`config.mk`:
```
export PLATFORM = sky130hd
export DESIGN_NAME = edge_period_timer
export DESIGN_NICKNAME = d
export VERILOG_FILES = /design/src/rtl/pt_pkg.sv /design/src/rtl/pt_align.sv /design/src/rtl/pt_interval.sv /design/src/rtl/pt_result.sv /design/src/rtl/edge_period_timer.sv
export SDC_FILE = /design/constraint.sdc
export NUM_CORES = 1
export LEC_CHECK = 0
export ABC_AREA = 1
export BUFFER_PORTS_ARGS = -buffer_cell sky130_fd_sc_hd__buf_4
export CELL_PAD_IN_SITES_DETAIL_PLACEMENT = 2
export CELL_PAD_IN_SITES_GLOBAL_PLACEMENT = 2
export CORE_MARGIN = 2
export CORE_UTILIZATION = 34
export DETAILED_ROUTE_END_ITERATION = 10
export PLACE_DENSITY_LB_ADDON = 0.1
export SYNTH_ARGS = -nofsm -noshare
export SYNTH_HDL_FRONTEND = slang
export SYNTH_SLANG_ARGS = --single-unit
```
`constraint.sdc`:
```
create_clock -name clk -period 2.8 [get_ports clk]
set_input_delay 0.56 -clock clk [delete_from_list [all_inputs] [get_ports clk]]
set_output_delay 0.56 -clock clk [all_outputs]
set_load 0.02 [all_outputs]
```
`src/rtl/pt_pkg.sv`:
```
package pt_pkg;
  // measurement state of the interval counter
  typedef enum logic {
    ST_IDLE  = 1'b0,
    ST_ARMED = 1'b1
  } arm_state_t;

  // one sampled pair of inputs travelling down the synchroniser
  typedef struct packed {
    logic a;
    logic tick;
  } line_t;
endpackage

```
`src/rtl/pt_align.sv`:
```
module pt_align
  import pt_pkg::*;
#(
  parameter int STAGES = 2
) (
  input  logic clk,
  input  logic rst,
  input  logic trk_a,
  input  logic tick_en,
  output logic a_rise,
  output logic tick_d
);
  // track and tick share one pipeline so their alignment at the pins is kept
  generate
    for (genvar g = 0; g < STAGES; g++) begin : g_stage
      line_t q;
      if (g == 0) begin : g_first
        always_ff @(posedge clk) begin
          if (rst) q <= '0;
          else     q <= '{a: trk_a, tick: tick_en};
        end
      end else begin : g_next
        always_ff @(posedge clk) begin
          if (rst) q <= '0;
          else     q <= g_stage[g-1].q;
        end
      end
    end
  endgenerate

  line_t tail;
  logic  a_prev;
  assign tail = g_stage[STAGES-1].q;

  always_ff @(posedge clk) begin
    if (rst) a_prev <= 1'b0;
    else     a_prev <= tail.a;
  end

  assign a_rise = tail.a & ~a_prev;
  assign tick_d = tail.tick;

  AST_RISE_ONE_CYCLE: assert property (@(posedge clk) disable iff (rst)
    a_rise |=> !a_rise);
endmodule

```
`src/rtl/pt_interval.sv`:
```
module pt_interval
  import pt_pkg::*;
#(
  parameter int CNT_W         = 24,
  parameter int TIMEOUT_TICKS = 16_000_000,
  parameter int TO_W          = 24
) (
  input  logic             clk,
  input  logic             rst,
  input  logic             a_rise,
  input  logic             tick_d,
  output logic             evt_period,
  output logic [CNT_W-1:0] evt_value,
  output logic             evt_timeout
);
  localparam logic [CNT_W-1:0] CNT_MAX = '1;
  localparam logic [TO_W:0]    TO_LIM  = (TO_W+1)'(TIMEOUT_TICKS);

  arm_state_t       st;
  logic [CNT_W-1:0] cnt;    // saturating period count
  logic [TO_W-1:0]  tcnt;   // full-range count for the timeout
  logic [TO_W:0]    tnext;
  logic             expire;

  assign tnext  = {1'b0, tcnt} + 1'b1;
  assign expire = (st == ST_ARMED) && !a_rise && tick_d && (tnext >= TO_LIM);

  always_ff @(posedge clk) begin
    if (rst) begin
      st   <= ST_IDLE;
      cnt  <= '0;
      tcnt <= '0;
    end else if (a_rise) begin
      st   <= ST_ARMED;
      cnt  <= {{(CNT_W-1){1'b0}}, tick_d};
      tcnt <= {{(TO_W-1){1'b0}}, tick_d};
    end else if (expire) begin
      st   <= ST_IDLE;
      cnt  <= '0;
      tcnt <= '0;
    end else if (st == ST_ARMED && tick_d) begin
      tcnt <= tnext[TO_W-1:0];
      if (cnt != CNT_MAX) cnt <= cnt + 1'b1;
    end
  end

  assign evt_period  = a_rise && (st == ST_ARMED);
  assign evt_value   = cnt;
  assign evt_timeout = expire;

  AST_HOLD_NO_TICK: assert property (@(posedge clk) disable iff (rst)
    (st == ST_ARMED && !a_rise && !tick_d) |=> $stable(cnt));
  AST_IDLE_CLEAR: assert property (@(posedge clk) disable iff (rst)
    evt_timeout |=> (st == ST_IDLE && cnt == '0));
endmodule

```
`src/rtl/pt_result.sv`:
```
module pt_result #(
  parameter int CNT_W = 24
) (
  input  logic             clk,
  input  logic             rst,
  input  logic             evt_period,
  input  logic [CNT_W-1:0] evt_value,
  input  logic             evt_timeout,
  output logic [CNT_W-1:0] period_ticks,
  output logic             period_stb,
  output logic             period_vld
);
  always_ff @(posedge clk) begin
    if (rst) begin
      period_ticks <= '0;
      period_stb   <= 1'b0;
      period_vld   <= 1'b0;
    end else begin
      period_stb <= evt_period;
      if (evt_period) begin
        period_ticks <= evt_value;
        period_vld   <= 1'b1;
      end else if (evt_timeout) begin
        period_ticks <= '0;
        period_vld   <= 1'b0;
      end
    end
  end

  AST_STB_SINGLE: assert property (@(posedge clk) disable iff (rst)
    period_stb |=> !period_stb);
  AST_STB_VALID: assert property (@(posedge clk) disable iff (rst)
    period_stb |-> period_vld);
  AST_ZERO_WHEN_INVALID: assert property (@(posedge clk) disable iff (rst)
    !period_vld |-> (period_ticks == '0));
  AST_HOLD_VALUE: assert property (@(posedge clk) disable iff (rst)
    (period_vld && !period_stb) |-> $stable(period_ticks));
endmodule

```
`src/rtl/edge_period_timer.sv`:
```
module edge_period_timer #(
  parameter int CNT_W         = 24,
  parameter int TIMEOUT_TICKS = 16_000_000,
  parameter int SYNC_STAGES   = 2
) (
  input  logic             clk,
  input  logic             rst,
  input  logic             tick_en,
  input  logic             trk_a,
  output logic [CNT_W-1:0] period_ticks,
  output logic             period_stb,
  output logic             period_vld
);
  localparam int TO_W = $clog2(TIMEOUT_TICKS + 1);

  logic             a_rise;
  logic             tick_d;
  logic             evt_period;
  logic             evt_timeout;
  logic [CNT_W-1:0] evt_value;

  pt_align #(
    .STAGES(SYNC_STAGES)
  ) u_align (
    .clk    (clk),
    .rst    (rst),
    .trk_a  (trk_a),
    .tick_en(tick_en),
    .a_rise (a_rise),
    .tick_d (tick_d)
  );

  pt_interval #(
    .CNT_W        (CNT_W),
    .TIMEOUT_TICKS(TIMEOUT_TICKS),
    .TO_W         (TO_W)
  ) u_interval (
    .clk        (clk),
    .rst        (rst),
    .a_rise     (a_rise),
    .tick_d     (tick_d),
    .evt_period (evt_period),
    .evt_value  (evt_value),
    .evt_timeout(evt_timeout)
  );

  pt_result #(
    .CNT_W(CNT_W)
  ) u_result (
    .clk         (clk),
    .rst         (rst),
    .evt_period  (evt_period),
    .evt_value   (evt_value),
    .evt_timeout (evt_timeout),
    .period_ticks(period_ticks),
    .period_stb  (period_stb),
    .period_vld  (period_vld)
  );
endmodule

```
==> impl_metrics.ini, run 1 <==
[run]
maxCapViolations = 0

[detailed_routing]
vias_per_cell = 5.12
dr_total_vias = 3785
dr.pass1.iters = 4
drc = 0
drt_iter0_markers = 102
routedWlPerCell_um = 16.9
ant_nets = 0
wirelength_um = 12500

[placed_design]
dp_hpwl_um = 9090
io_buffers = 29
routabilityCongestion = 0.771

[clock_tree]
htree_levels = 3
clk_pin_slew_ps = 60
cts_buffer_depth = 2
tritoncts = yes
cts.hold.buffers_added = 0
cts_made_buffers = 9
cts-root-buf = clkbuf_16
clk_latency_ps = 350
numClockSinks = 80

[worst_setup_path]
cp-end-kind = flop
critPathSlowestCell = dfxtp_1
worst_setup_path_start_kind = flop
cp_cell_sequence = ha_1 > nand2_1 > nor2_4 > nand2_2 > nor2_2 > nand2_1 > nor2_1 > nand2_1 > nand2_1 > nor2_2 > nand3_1 > nand3_2 > nand2_4 > nand3_4 > buf_12 > nor3b_1
cp_max_fo = 23
worstSetupPathType = reg -> reg
critPathArrivalTime_ps = 2790
cp_num_buf_inv = 1
cpMostUsedCell = nand2_1
cp_top_family = simple AND/OR/NAND/NOR gates
max_stage_delay_ps = 370
critical_path_required_ps = 3070

[outcome]
status = finished, final reports clean

[global_routing]
antenna_found_initial = 0
grt_usage_pct = 20.9
overflow = 0
grt_pass1_vias = 4148
grt_max_degree = 32
grt_pass1_wl_um = 20800

[logic_synthesis]
async_flop_share_pct = 0
synth_seq_area_share_pct = 40.7
synth_warnings = 0
ys_seq_elements = 80
synth_cells = 549
synth_area_mm2 = 0.00394
synth_edf_count = 0
ys.flop_type = dfxtp_1
yosysUniqueCellTypes = 35
syn-num-nets = 555
syn_area_per_cell_um2 = 7.17

[sta]
hold_slack_ps = 411
slew_violations = 0
setup_viol_count_final = 0
clock.fmax_ghz = 0.396
layout_min_cycle_time_ps = 2530
finClkSkew_ps = 5.02
slew_headroom_pct = 43.3
fin_crit_sh_pct = 90.3
tightestPinTransition_ps = 849
hold_viol_final = 0

[floorplanning]
die_x_um = 112
dieArea_mm2 = 0.0125
rows = 39
start_util_pct = 34.6
core_mm2 = 0.0114
die_h_um = 112
io_pins = 30

[min_path]
hold_class = reg -> reg

[cells_and_area]
area_growth_pct = 19.8
final_nets = 597
layout-drive-gt1-share_pct = 16.3
diodes = 0
final_util_pct = 41.5

[power_and_ir_drop]
powerDensity_mw_per_mm2 = 521
ir_worst_vdd_mv = 0.234
p_leak_nw = 1.69
## cell usage after synthesis (2+ instances only)
cell type  count  area share (%)
buf_4          3            0.57
o21bai_1       3            0.57
o22ai_1       22             3.5
a211oi_1       3            0.57
a211oi_2      17             5.4
nand2_2        2            0.32
nor2_2         3            0.48
nor2_4         3            0.86
buf_6          2            0.57
nor3_1        12             1.5
o21ai_0       10             1.3
xor2_1        15             3.3
nor4_1         3            0.48
nand4_1       15             2.4
dfxtp_1       80              41
nand3_2        2            0.51
nor2_1        95             9.1
nor3b_1        3            0.57
a21oi_1       20             2.5
inv_1         58             5.5
nand2_1      135              13
nand3_1       20             2.5
clkbuf_1      10            0.95
ha_1           2            0.64
## layer usage
layer | vias to the layer above | global-route usage [%] | share of wire, % | wire length [um]
met5 | - | 0 | 0 | 0
met4 | 0 | 9.79 | 2.5 | 308
met3 | 20 | 2.78 | 1.4 | 174
met2 | 26 | 39.4 | 54 | 6820
met1 | 1865 | 23.2 | 42 | 5220
li1 | 1874 | - | - | -
## timing repair
action                     CTS  global route
gates resized for setup      0             4
setup endpoints to repair    0            61
setup buffers                0             8
## path summary, 6_finish.rpt
kind | depth (start not counted) | slack [ps] | to | from
setup reg to reg | 16 | 270 | u_interval.evt_value[6] | u_interval.tcnt[0]
hold reg to reg | 2 | 410 | u_align.tick_d | u_align.g_stage[0].q[0]
hold / removal | 2 | 410 | u_align.tick_d | u_align.g_stage[0].q[0]
setup / recovery | 16 | 270 | u_interval.evt_value[6] | u_interval.tcnt[0]
## layout make-up
| cell class | count | area [um^2] |
|---|---|---|
| fillers | 1364 | 6650 |
| multi-input cells | 395 | 2040 |
| flip-flops and latches | 80 | 1600 |
| repair buffers | 46 | 370 |
| clock buffers | 11 | 243 |
| inverters | 59 | 221 |
| well taps | 143 | 179 |
| clock inverters | 5 | 56.3 |
## report_power, final
| part | internal, mW | total (mW) | switching, mW |
|---|---|---|---|
| Sequential | 1.15 | 1.15 | 0.00605 |
| Combinational | 0.0317 | 0.0876 | 0.0559 |
| Clock | 0.714 | 1.22 | 0.503 |
## cell families (layout without fill, tap and decap cells)
kind of cell / count (synthesis) / after routing / share of synthesized area [%]
simple gates: 300 / 301 / 33.2
flops: 80 / 80 / 40.7
compound gates: 76 / 76 / 14.0
buf+inv: 75 / 121 / 7.85
xor+xnor: 16 / 16 / 3.56
fa+ha+maj: 2 / 2 / 0.636
## flip-flops by register name, summed over array words and instances, names as in the netlist
name and count:
u_interval.evt_value 24, u_interval.tcnt 24, u_result.period_ticks 24, u_align.g_stage.q 3
u_align.a_prev 1, u_align.tick_d 1, u_interval.st 1, u_result.period_stb 1
u_result.period_vld 1
## placed cells by master (no fill, tap or decap), types with 5 or more instances in the layout
cell / instances
nand2_1: 134
nor2_1: 93
dfxtp_1: 79
inv_1: 58
buf_4: 44
o22ai_1: 22
nand3_1: 20
a21oi_1: 20
a211oi_2: 17
nand4_1: 15
xor2_1: 15
nor3_1: 12
o21ai_0: 10
clkbuf_16: 9
nor2_2: 5
## through the flow
stage | setup WS, ps | instance area (um^2) | cells | setup TNS, ps | power (mW)
after floorplan | 754 | 3940 | 549 | 0 | 1.23
after global placement | 267 | 4340 | 714 | 0 | 1.25
after detailed placement | 122 | 4340 | 714 | 0 | 1.26
after CTS | 26.1 | 4640 | 730 | 0 | 2.49
after global routing | -11.0 | 4720 | 739 | -11.0 | 2.54
final | 272 | 4720 | 739 | 0 | 2.46
## worst reg2reg max path, delay by kind of cell, from the launching register on
family / cells / cell delay (ps)
AND/OR/NAND/NOR: 14 / 1670
buffers and inverters: 1 / 200
flip-flops: 1 / 370
adder cells (fa/ha/maj): 1 / 190
No activity file was read; power rests on OpenSTA's default activity.
==> inputs of run 2 (changes only) <==
--- a/config.mk
+++ b/config.mk
@@ -6,13 +6,14 @@
 export NUM_CORES = 1
 export LEC_CHECK = 0
 export ABC_AREA = 1
-export BUFFER_PORTS_ARGS = -buffer_cell sky130_fd_sc_hd__buf_4
+export BUFFER_PORTS_ARGS = -buffer_cell sky130_fd_sc_hd__clkbuf_2
 export CELL_PAD_IN_SITES_DETAIL_PLACEMENT = 2
 export CELL_PAD_IN_SITES_GLOBAL_PLACEMENT = 2
 export CORE_MARGIN = 2
 export CORE_UTILIZATION = 34
 export DETAILED_ROUTE_END_ITERATION = 10
 export PLACE_DENSITY_LB_ADDON = 0.1
+export SLEW_MARGIN = 20
 export SYNTH_ARGS = -nofsm -noshare
 export SYNTH_HDL_FRONTEND = slang
 export SYNTH_SLANG_ARGS = --single-unit
==> impl_metrics.ini, run 2 (synthesized netlist as in run 1, its figures left out) <==
[run]
maxCapViolations = 0

[clock_tree]
clk_latency_ps = 350
post_cts_buffers = 0
clk_pin_slew_ps = 60
cts.hold.buffers_added = 0
cts_made_buffers = 9
cts-root-buf = clkbuf_16
htree_levels = 3
cts_buffer_depth = 2
tritoncts = yes
numClockSinks = 80

[cells_and_area]
final_cell_mix = 134 x nand2_1, 94 x nor2_1, 80 x dfxtp_1, 58 x inv_1, 29 x clkbuf_2
final_util_pct = 40.1
final_nets = 587
area_growth_pct = 15.8
instances_no_fill = 729
final_common_cell = nand2_1
n_fill_cell = 1383
layout-drive-gt1-share_pct = 14.5
diodes = 0

[power_and_ir_drop]
ir_worst_vdd_mv = 0.247
p_leak_nw = 1.61
powerDensity_mw_per_mm2 = 531

[detailed_routing]
drt_iter0_markers = 102
routedWlPerCell_um = 16.7
dr_total_vias = 3733
vias_per_cell = 5.12
drc = 0
ant_nets = 0
wirelength_um = 12200
dr.pass1.iters = 4

[sta]
slew_headroom_pct = 46.0
setup_viol_count_final = 0
slew_violations = 0
tns_ps = 0
clock.fmax_ghz = 0.398
setup_ws_ps = 289
hold_viol_final = 0
fin_crit_sh_pct = 89.7
rsz0062_at_grt = false
layout_min_cycle_time_ps = 2510
tightestPinTransition_ps = 809
finClkSkew_ps = 8.36

[placed_design]
dpl.cell_count = 713
io_buffers = 29
pre_cts_ws_ps = 106
dp_hpwl_um = 9100
routabilityCongestion = 0.752

[worst_setup_path]
worstSetupPathType = reg -> reg
critPathSlowestCell = dfxtp_1
cpMostUsedCell = nand2_1
cp_max_fo = 12
critical_path_required_ps = 3020
cp_cell_sequence = ha_1 > nand2_1 > nor2_4 > nand2_2 > nor2_2 > nand2_1 > o21bai_1 > nand2_1 > nor2_2 > nand3_1 > nand3_2 > nand2_4 > nand2_1 > buf_4 > o21ai_0
worst_setup_path_start_kind = flop
max_stage_delay_ps = 390
critPathArrivalTime_ps = 2730
critPathLaunch = u_interval.tcnt[1]
worstReg2RegStart = u_interval.tcnt[1]
cp-end-kind = flop

[global_routing]
grt_pass1_vias = 4104
grt_usage_pct = 20.8
overflow = 0
grt_max_degree = 32
grt_pass1_wl_um = 20700
antenna_found_initial = 0

[floorplanning]
dieArea_mm2 = 0.0125
die_x_um = 112
rows = 39
start_util_pct = 34.6
core_mm2 = 0.0114
io_pins = 30
die_h_um = 112

[min_path]
hold_class = in -> reg
hold_path_startpoint = trk_a

[outcome]
status = finished, final reports clean
[run 2: cell type report]
class | instances | area [um^2] | area share [%]
Multi-Input combinational cell | 394 | 2040 | 44.7
Sequential cell | 80 | 1600 | 35.1
Timing Repair Buffer | 37 | 230 | 5.05
Clock buffer | 10 | 229 | 5.02
Inverter | 59 | 221 | 4.86
Tap cell | 143 | 179 | 3.93
Clock inverter | 6 | 60.1 | 1.32
[run 2: routing by layer]
metal,GRT usage [%],routed length (um),vias to the layer above
met1,22.0,4880,1839
li1,-,-,1852
met2,41.0,6820,24
met4,7.90,238,0
met3,3.16,222,18
met5,0,0,-
[run 2: what timing repair did]
| action | 4_1_cts | 5_1_grt |
|---|---|---|
| endpoints found under the hold margin | 0 | 0 |
| setup endpoints to repair | 0 | 13 |
| gates resized for setup | 0 | 3 |
[run 2: where the power goes]
part | switching (mW) | internal (mW) | total (mW) | leakage, nW
Sequential | 0.00590 | 1.15 | 1.15 | 0.646
Combinational | 0.0527 | 0.0236 | 0.0763 | 0.828
Clock | 0.504 | 0.686 | 1.19 | 0.138
[run 2: worst paths after layout]
| check | end | cells past startpoint | slack, ps |
|---|---|---|---|
| hold / removal | u_align.g_stage[0].q[1] | 3 | 400 |
| setup / recovery | u_result.period_ticks[18] | 15 | 290 |
| setup reg to reg | u_result.period_ticks[18] | 15 | 290 |
| hold reg to reg | u_align.g_stage[1].q[1] | 2 | 410 |
[run 2: worst max-delay path: cells and delay by family (launching register included)]
family                   cells  cell delay [ps]
AND/OR/NAND/NOR             11             1300
flip-flops                   1              390
AO/OA/AOI/OAI                2              270
buffers and inverters        1              200
adder cells (fa/ha/maj)      1              190
[run 2: per-stage QoR]
stage | hold slack [ps] | total power [mW] | instance area [um^2]
floorplan | 388 | 1.23 | 3940
detailed placement | 406 | 1.25 | 4260
CTS | 392 | 2.45 | 4550
finish | 396 | 2.42 | 4560
global route | 418 | 2.50 | 4560
global placement | 388 | 1.25 | 4260
